`config.mk`:
```
export PLATFORM = sky130hd
export DESIGN_NAME = dp_alu
export DESIGN_NICKNAME = d
export VERILOG_FILES = /design/src/rtl/dp_alu_pkg.sv /design/src/rtl/dp_alu_operand_prep.sv /design/src/rtl/dp_alu_adder.sv /design/src/rtl/dp_alu_logic.sv /design/src/rtl/dp_alu_flag_unit.sv /design/src/rtl/dp_alu.sv
export SDC_FILE = /design/constraint.sdc
export NUM_CORES = 1
export LEC_CHECK = 0
export BUFFER_PORTS_ARGS = -buffer_cell sky130_fd_sc_hd__buf_2
export CAP_MARGIN = 20
export CORE_MARGIN = 2
export CORE_UTILIZATION = 35
export CTS_BUF_LIST = sky130_fd_sc_hd__clkbuf_4
export DETAILED_ROUTE_END_ITERATION = 10
export PLACE_DENSITY = 0.65
export SLEW_MARGIN = 20
export SYNTH_ARGS = -nofsm -noshare
export SYNTH_HDL_FRONTEND = slang
export SYNTH_SLANG_ARGS = --single-unit
```
`constraint.sdc`:
```
create_clock -name clk -period 6.54 [get_ports clk]
set_input_delay 1.635 -clock clk [delete_from_list [all_inputs] [get_ports clk]]
set_output_delay 1.635 -clock clk [all_outputs]
set_load 0.05 [all_outputs]
```
`src/rtl/dp_alu_pkg.sv`:
```
package dp_alu_pkg;

   typedef enum logic [3:0] {
      OP_AND = 4'h0, OP_EOR = 4'h1, OP_SUB = 4'h2, OP_RSB = 4'h3,
      OP_ADD = 4'h4, OP_ADC = 4'h5, OP_SBC = 4'h6, OP_RSC = 4'h7,
      OP_TST = 4'h8, OP_TEQ = 4'h9, OP_CMP = 4'hA, OP_CMN = 4'hB,
      OP_ORR = 4'hC, OP_MOV = 4'hD, OP_BIC = 4'hE, OP_MVN = 4'hF
   } alu_op_e;

   typedef struct packed {
      logic n;
      logic z;
      logic c;
      logic v;
   } alu_flags_t;

   // Comparison and test group: flags only, no register write
   function automatic logic op_is_test(input alu_op_e op);
      return (op == OP_TST) || (op == OP_TEQ) || (op == OP_CMP) || (op == OP_CMN);
   endfunction

   // Operations whose flags come from the adder
   function automatic logic op_is_arith(input alu_op_e op);
      case (op)
         OP_SUB, OP_RSB, OP_ADD, OP_ADC, OP_SBC, OP_RSC, OP_CMP, OP_CMN: return 1'b1;
         default: return 1'b0;
      endcase
   endfunction

endpackage

```
`src/rtl/dp_alu_operand_prep.sv`:
```
module dp_alu_operand_prep
   import dp_alu_pkg::*;
#(
   parameter int DATA_W = 32
) (
   input  alu_op_e           op,
   input  logic [DATA_W-1:0] rn_val,
   input  logic [DATA_W-1:0] sh_val,
   input  logic              c_in_flag,
   output logic [DATA_W-1:0] add_a,
   output logic [DATA_W-1:0] add_b,
   output logic              add_cin
);

   always_comb begin
      add_a   = rn_val;
      add_b   = sh_val;
      add_cin = 1'b0;
      case (op)
         OP_SUB, OP_CMP: begin
            add_b   = ~sh_val;
            add_cin = 1'b1;
         end
         OP_RSB: begin
            add_a   = sh_val;
            add_b   = ~rn_val;
            add_cin = 1'b1;
         end
         OP_ADC: begin
            add_cin = c_in_flag;
         end
         OP_SBC: begin
            add_b   = ~sh_val;
            add_cin = c_in_flag;
         end
         OP_RSC: begin
            add_a   = sh_val;
            add_b   = ~rn_val;
            add_cin = c_in_flag;
         end
         default: begin
            add_a   = rn_val;
            add_b   = sh_val;
            add_cin = 1'b0;
         end
      endcase
   end

endmodule

```
`src/rtl/dp_alu_adder.sv`:
```
module dp_alu_adder #(
   parameter int DATA_W       = 32,
   parameter bit CARRY_SELECT = 1'b1
) (
   input  logic [DATA_W-1:0] a,
   input  logic [DATA_W-1:0] b,
   input  logic              cin,
   output logic [DATA_W-1:0] sum,
   output logic              cout,
   output logic              ovf
);

   localparam int LO_W = DATA_W / 2;
   localparam int HI_W = DATA_W - LO_W;

   generate
      if (CARRY_SELECT) begin : g_csel
         logic [LO_W:0] lo_sum;
         logic [HI_W:0] hi_sum0;
         logic [HI_W:0] hi_sum1;
         logic [HI_W:0] hi_pick;

         assign lo_sum  = {1'b0, a[LO_W-1:0]} + {1'b0, b[LO_W-1:0]} + {{LO_W{1'b0}}, cin};
         assign hi_sum0 = {1'b0, a[DATA_W-1:LO_W]} + {1'b0, b[DATA_W-1:LO_W]};
         assign hi_sum1 = {1'b0, a[DATA_W-1:LO_W]} + {1'b0, b[DATA_W-1:LO_W]}
                          + {{HI_W{1'b0}}, 1'b1};
         assign hi_pick = lo_sum[LO_W] ? hi_sum1 : hi_sum0;
         assign sum     = {hi_pick[HI_W-1:0], lo_sum[LO_W-1:0]};
         assign cout    = hi_pick[HI_W];
      end else begin : g_flat
         logic [DATA_W:0] wide;
         assign wide = {1'b0, a} + {1'b0, b} + {{DATA_W{1'b0}}, cin};
         assign sum  = wide[DATA_W-1:0];
         assign cout = wide[DATA_W];
      end
   endgenerate

   // Signed overflow: like-signed inputs produce a differently signed sum
   assign ovf = (a[DATA_W-1] == b[DATA_W-1]) && (sum[DATA_W-1] != a[DATA_W-1]);

endmodule

```
`src/rtl/dp_alu_logic.sv`:
```
module dp_alu_logic
   import dp_alu_pkg::*;
#(
   parameter int DATA_W = 32
) (
   input  alu_op_e           op,
   input  logic [DATA_W-1:0] rn_val,
   input  logic [DATA_W-1:0] sh_val,
   output logic [DATA_W-1:0] lg_res
);

   always_comb begin
      case (op)
         OP_AND, OP_TST: lg_res = rn_val & sh_val;
         OP_EOR, OP_TEQ: lg_res = rn_val ^ sh_val;
         OP_ORR:         lg_res = rn_val | sh_val;
         OP_MOV:         lg_res = sh_val;
         OP_BIC:         lg_res = rn_val & ~sh_val;
         OP_MVN:         lg_res = ~sh_val;
         default:        lg_res = '0;
      endcase
   end

endmodule

```
`src/rtl/dp_alu_flag_unit.sv`:
```
module dp_alu_flag_unit
   import dp_alu_pkg::*;
#(
   parameter int DATA_W = 32
) (
   input  alu_op_e           op,
   input  logic              set_flags,
   input  logic              dst_is_pc,
   input  logic              has_saved_psr,
   input  logic [DATA_W-1:0] result,
   input  logic              add_cout,
   input  logic              add_ovf,
   input  logic              sh_carry,
   input  alu_flags_t        flags_cur,
   output alu_flags_t        flags_nxt,
   output logic              wr_en,
   output logic              restore
);

   logic upd;
   logic arith;

   assign arith   = op_is_arith(op);
   assign upd     = set_flags | op_is_test(op);
   assign restore = upd & dst_is_pc & has_saved_psr;
   assign wr_en   = ~op_is_test(op);

   always_comb begin
      flags_nxt = flags_cur;
      if (upd && !restore) begin
         flags_nxt.n = result[DATA_W-1];
         flags_nxt.z = ~|result;
         if (arith) begin
            flags_nxt.c = add_cout;
            flags_nxt.v = add_ovf;
         end else begin
            flags_nxt.c = sh_carry;
            flags_nxt.v = flags_cur.v;
         end
      end
   end

endmodule

```
`src/rtl/dp_alu.sv`:
```
module dp_alu
   import dp_alu_pkg::*;
#(
   parameter int DATA_W       = 32,
   parameter bit CARRY_SELECT = 1'b1
) (
   input  logic              clk,
   input  logic              rst_n,
   input  logic              op_valid,
   input  logic [3:0]        op_code,
   input  logic              set_flags,
   input  logic              dst_is_pc,
   input  logic              has_saved_psr,
   input  logic [DATA_W-1:0] rn_val,
   input  logic [DATA_W-1:0] sh_val,
   input  logic              sh_carry,
   input  logic [3:0]        flags_in,
   output logic              res_valid,
   output logic [DATA_W-1:0] res_data,
   output logic              res_wr_en,
   output logic [3:0]        flags_out,
   output logic              restore_psr
);

   generate
      if (DATA_W < 8) begin : g_bad_width
         $error("dp_alu: DATA_W must be at least 8");
      end
      if (CARRY_SELECT && (DATA_W % 2 != 0)) begin : g_bad_split
         $error("dp_alu: carry-select adder needs an even DATA_W");
      end
   endgenerate

   alu_op_e           op;
   alu_flags_t        cur_flags;
   alu_flags_t        nxt_flags;
   logic [DATA_W-1:0] add_a;
   logic [DATA_W-1:0] add_b;
   logic              add_cin;
   logic [DATA_W-1:0] add_sum;
   logic              add_cout;
   logic              add_ovf;
   logic [DATA_W-1:0] lg_res;
   logic [DATA_W-1:0] alu_res;
   logic              wr_en_c;
   logic              restore_c;

   assign op        = alu_op_e'(op_code);
   assign cur_flags = alu_flags_t'(flags_in);

   dp_alu_operand_prep #(.DATA_W(DATA_W)) i_prep (
      .op        (op),
      .rn_val    (rn_val),
      .sh_val    (sh_val),
      .c_in_flag (cur_flags.c),
      .add_a     (add_a),
      .add_b     (add_b),
      .add_cin   (add_cin)
   );

   dp_alu_adder #(.DATA_W(DATA_W), .CARRY_SELECT(CARRY_SELECT)) i_add (
      .a    (add_a),
      .b    (add_b),
      .cin  (add_cin),
      .sum  (add_sum),
      .cout (add_cout),
      .ovf  (add_ovf)
   );

   dp_alu_logic #(.DATA_W(DATA_W)) i_logic (
      .op     (op),
      .rn_val (rn_val),
      .sh_val (sh_val),
      .lg_res (lg_res)
   );

   assign alu_res = op_is_arith(op) ? add_sum : lg_res;

   dp_alu_flag_unit #(.DATA_W(DATA_W)) i_flags (
      .op            (op),
      .set_flags     (set_flags),
      .dst_is_pc     (dst_is_pc),
      .has_saved_psr (has_saved_psr),
      .result        (alu_res),
      .add_cout      (add_cout),
      .add_ovf       (add_ovf),
      .sh_carry      (sh_carry),
      .flags_cur     (cur_flags),
      .flags_nxt     (nxt_flags),
      .wr_en         (wr_en_c),
      .restore       (restore_c)
   );

   always_ff @(posedge clk) begin
      if (!rst_n) begin
         res_valid   <= 1'b0;
         res_data    <= '0;
         res_wr_en   <= 1'b0;
         flags_out   <= '0;
         restore_psr <= 1'b0;
      end else begin
         res_valid   <= op_valid;
         res_wr_en   <= op_valid & wr_en_c;
         restore_psr <= op_valid & restore_c;
         if (op_valid) begin
            res_data  <= alu_res;
            flags_out <= nxt_flags;
         end
      end
   end

endmodule

```
==> metrics.md <==
| Metric | Value |
|---|---|
| Most used cell, CP | `nor2_1` |
| Syn avg cell area | `6.738 um2` |
| Simple-gate area share of the yosys netlist | `23.72%` |
| Worst-path cell chain | `buf_2 -> inv_2 -> nor2_1 -> nand2_2 -> buf_4 -> nor2_1 -> a21oi_1 -> o21ai_0 -> fa_1 -> a211o_2 -> o21ai_2 -> xor2_2 -> or4_4 -> nand2b_4 -> nor3_2 -> nand3_2 -> xnor2_1 -> or4_1 -> a31oi_1` |
| MaxCap Viol Count | `0` |
| CP arrival | `6.05 ns` |
| Number of synthesized flops with an enable pin | `0` |
| Power per cell area | `about 170 nW/um2` |
| Net Count, Synth | `1187` |
| Core Region | `19590 um2` |
| First-pass GRT wire length | `roughly 40000 um` |
| Metal2 WL | `approximately 10000 um` |
| CP Data Required Time | `approximately 6.8 ns` |
| Max incr delay on CP | `0.58 ns` |
| DIE HEIGHT | `between 100 and 150 um` |
| Num ports | `118` |
| DR vias | `8222` |
| Post-layout util | `approximately 40%` |
| P_sw | `696.4 uW` |
| Top post-synthesis cells by area | `ha_1 (11%), dfxtp_1 (11%), o21ai_0 (8.8%), a21oi_1 (7.2%), nor2_1 (5.0%)` |
| CTS clock-pin slew for the worst setup and hold paths | `0.12 ns` |
| Final cell count without fillers | `1381` |
| Syn Inst Count | `1041` |
| Fmax achieved | `about 170 MHz` |
| Netlist cell types | `91` |
| Initial antenna violation count | `1` |
| Crit. End Element | `register` |
| Final estimated routing congestion in global placement | `0.9323` |
| Largest net degree at the start of global routing | `49` |
| Hold buffer count at CTS | `0` |
| IO buf count | `117` |
| Overflow after GRT | `0` |
| Max-slew headroom | `13.72%` |
| Tcrit/Tclk final | `88.08%` |
| Fraction of layout cells with a size suffix above 1 | `16.59%` |
| Dpl ws | `0.4570 ns` |
| Area grow syn2layout | `11.47%` |
| Initial Util | `between 30 and 40%` |
| Hold Path Origin | `res_data[12]` |
| Unrepaired setup endpoints after global routing | `false` |
| Critical Path Fanout Max | `39` |
| DIE AREA | `~21000 um2` |
| Register share of total power | `20.2%` |
| Switching part of the total | `51.04%` |
| # nets final | `~1300` |
| Clk sinks | `39` |
| Die W | `145.6 um` |
| Setup violators final | `0` |
| Compound-Gate Fraction of Synth Area | `38.99%` |
| Final wirelength | `25320 um` |
| Clock Tree Buf Depth | `2` |
| Leak | `0.003533 uW` |
| Period minus WS final | `~5.8 ns` |
| TritonCTS Buffers | `5` |
| Asr flop ratio synth | `0%` |
| Mux share of post-synthesis cell area | `2.212%` |
| Post-cts sizing count | `0` |
| Post-DP HPWL | `between 15000 and 20000 um` |
| Clock share of power | `11.7%` |
| Crit start category | `primary input` |
| Share of Yosys cell area claimed by the top area cell type | `11.42%` |
| Main flop type after synthesis | `dfxtp_1` |
| Synth warn | `0` |
| Vias in the first global route | `7336` |
| Max Transition Viols Final | `0` |
| WL met3 | `~2700 um` |
| P_int | `667.9 uW` |
| Crit Reg-Reg Startpoint | `res_data[11]` |
| VDD IR max | `0.0001226 V` |
| Num rows | `51` |
| Setup repair bufs after CTS | `0` |
| Drt first pass iters | `8` |
| Adder-cell area share of the yosys netlist | `between 10% and 20%` |
| Crit Path Class | `in2reg` |
| Netlist Area Pre-Place | `7014 um2` |
| Fin. Hold Viols | `0` |
| DRC | `0` |
| Worst slew pin tran | `around 1.3 ns` |
| CP startpoint | `op_code[0]` |
| 1st-iter DRT viols | `800` |
| Dominant cell type by area after synthesis | `ha_1` |
| Hold Path Class | `reg2reg` |
| Crit path max-delay cell type | `or4_4` |
| GRT Util Overall | `22.95%` |
| Clock Skew | `0 ns` |
| Clock Latency Late Sink | `between 0.3 and 0.4 ns` |
| Top Metal Used | `met4` |
| Post-route cell area | `7819 um2` |
| Comb power frac | `68.1%` |
| Drt via density | `around 6.0` |
| Status | `completed` |
| Setup TNS | `0 ns` |
| Seq/Total Area, Yosys | `11.13%` |
| # H-tree levels | `2` |
| CTS root buffer | `clkbuf_4` |
| Placed Cells | `1372` |
| Post-route setup slack | `just under 0.8 ns` |
| Placed Instance Area | `~7700 um2` |
| Routed WL per cell | `18.34 um` |
| Flop and latch count out of synthesis | `39` |
| Main combinational cell family by area after synthesis | `compound AO/OA/AOI/OAI gates` |
| M1 wire length | `11860 um` |
| Post-synthesis xor/xnor area fraction | `just under 3%` |
| CTS tree | `built` |
| Final ANT Viol Nets | `0` |
## cell families after synthesis
logic type / count (synthesis)
mux: 15
flops: 39
compound gates: 422
simple gates: 332
fa+ha+maj: 67
buf+inv: 144
xor+xnor: 22
## worst paths after layout
| path | depth (start not counted) | to | slack [ns] |
|---|---|---|---|
| hold / removal | 2 | res_data[12] | 0.47 |
| setup reg to reg | 3 | res_data[11] | 5.74 |
| setup / recovery | 19 | flags_out[0] | 0.78 |
| hold reg to reg | 2 | res_data[12] | 0.47 |
## flip-flops by register name (all words and copies together), names as in the netlist
register	count
res_wr_en	1
flags_out	4
restore_psr	1
res_data	32
res_valid	1
## cells in the mapped netlist (all sizes together), types with 4 or more instances
master	count
o21ai	131
a21oi	102
nor2	98
nand2	92
inv	75
ha	64
clkbuf	41
dfxtp	39
buf	28
nor3	27
a211oi	26
nand3	22
a21o	20
a22oi	15
nor2b	15
xnor2	15
a22o	12
o211ai	12
a31oi	11
mux2i	11
nor4	11
nand2b	10
a221oi	9
and2	9
and3	8
o21a	8
o22ai	8
a222oi	7
or2	7
or3	7
or4	7
xor2	7
a21boi	5
a311oi	5
nand4	5
o31ai	5
a31o	4
mux2	4
nand4b	4
o221ai	4
o32a	4
o32ai	4
## critical path: cells and delay by family
kind | cells | cell delay, ns
AO/OA/AOI/OAI | 5 | 0.93
XOR/XNOR | 2 | 0.27
buffers and inverters | 3 | 0.73
AND/OR/NAND/NOR | 8 | 2.02
adder cells (fa/ha/maj) | 1 | 0.44
## per-stage QoR
stage,hold slack [ns],total power [uW]
floorplan,0.6860,959.8
global placement,0.4480,1184
detailed placement,0.4577,1192
CTS,0.4750,1350
global route,0.4978,1467
finish,0.4716,1364
## layout make-up
cell class	count	area (um2)
antenna	1	2.502
clock buffer	5	37.54
clock inverter	3	38.79
fill	2141	11770
inverter	75	281.5
multi-input combinational	858	5625
sequential	39	780.7
tap	265	331.6
timing repair buffer	135	720.7
## per-layer routing
metal	GRT usage [%]	up-vias
li1	-	4007
met1	34.61	3793
met5	0	-
met4	4.118	0
met3	5.078	25
met2	33.44	397
## placed cells by master (no fill, tap or decap), types with 24 or more instances in the layout
cell      synthesis  routed
buf_2            14     117
dfxtp_1          39      39
inv_1            73      73
nor2_1           94      94
nand2_1          91      90
a21oi_1         101     101
a211oi_1         24      24
ha_1             64      64
nor3_1           25      25
o21ai_0         123     123
## power by group through the flow
| stage | Sequential, uW | Clock [uW] | Combinational, uW |
|---|---|---|---|
| 2_1_floorplan | 364 | 0 | 596 |
| 3_3_place_gp | 281 | 0 | 902 |
| 3_5_place_dp | 281 | 0 | 910 |
| 4_1_cts | 276 | 159 | 915 |
| 5_1_grt | 279 | 169 | 1020 |
| 6_report | 276 | 159 | 929 |
Power figures use the tool's default switching activity.
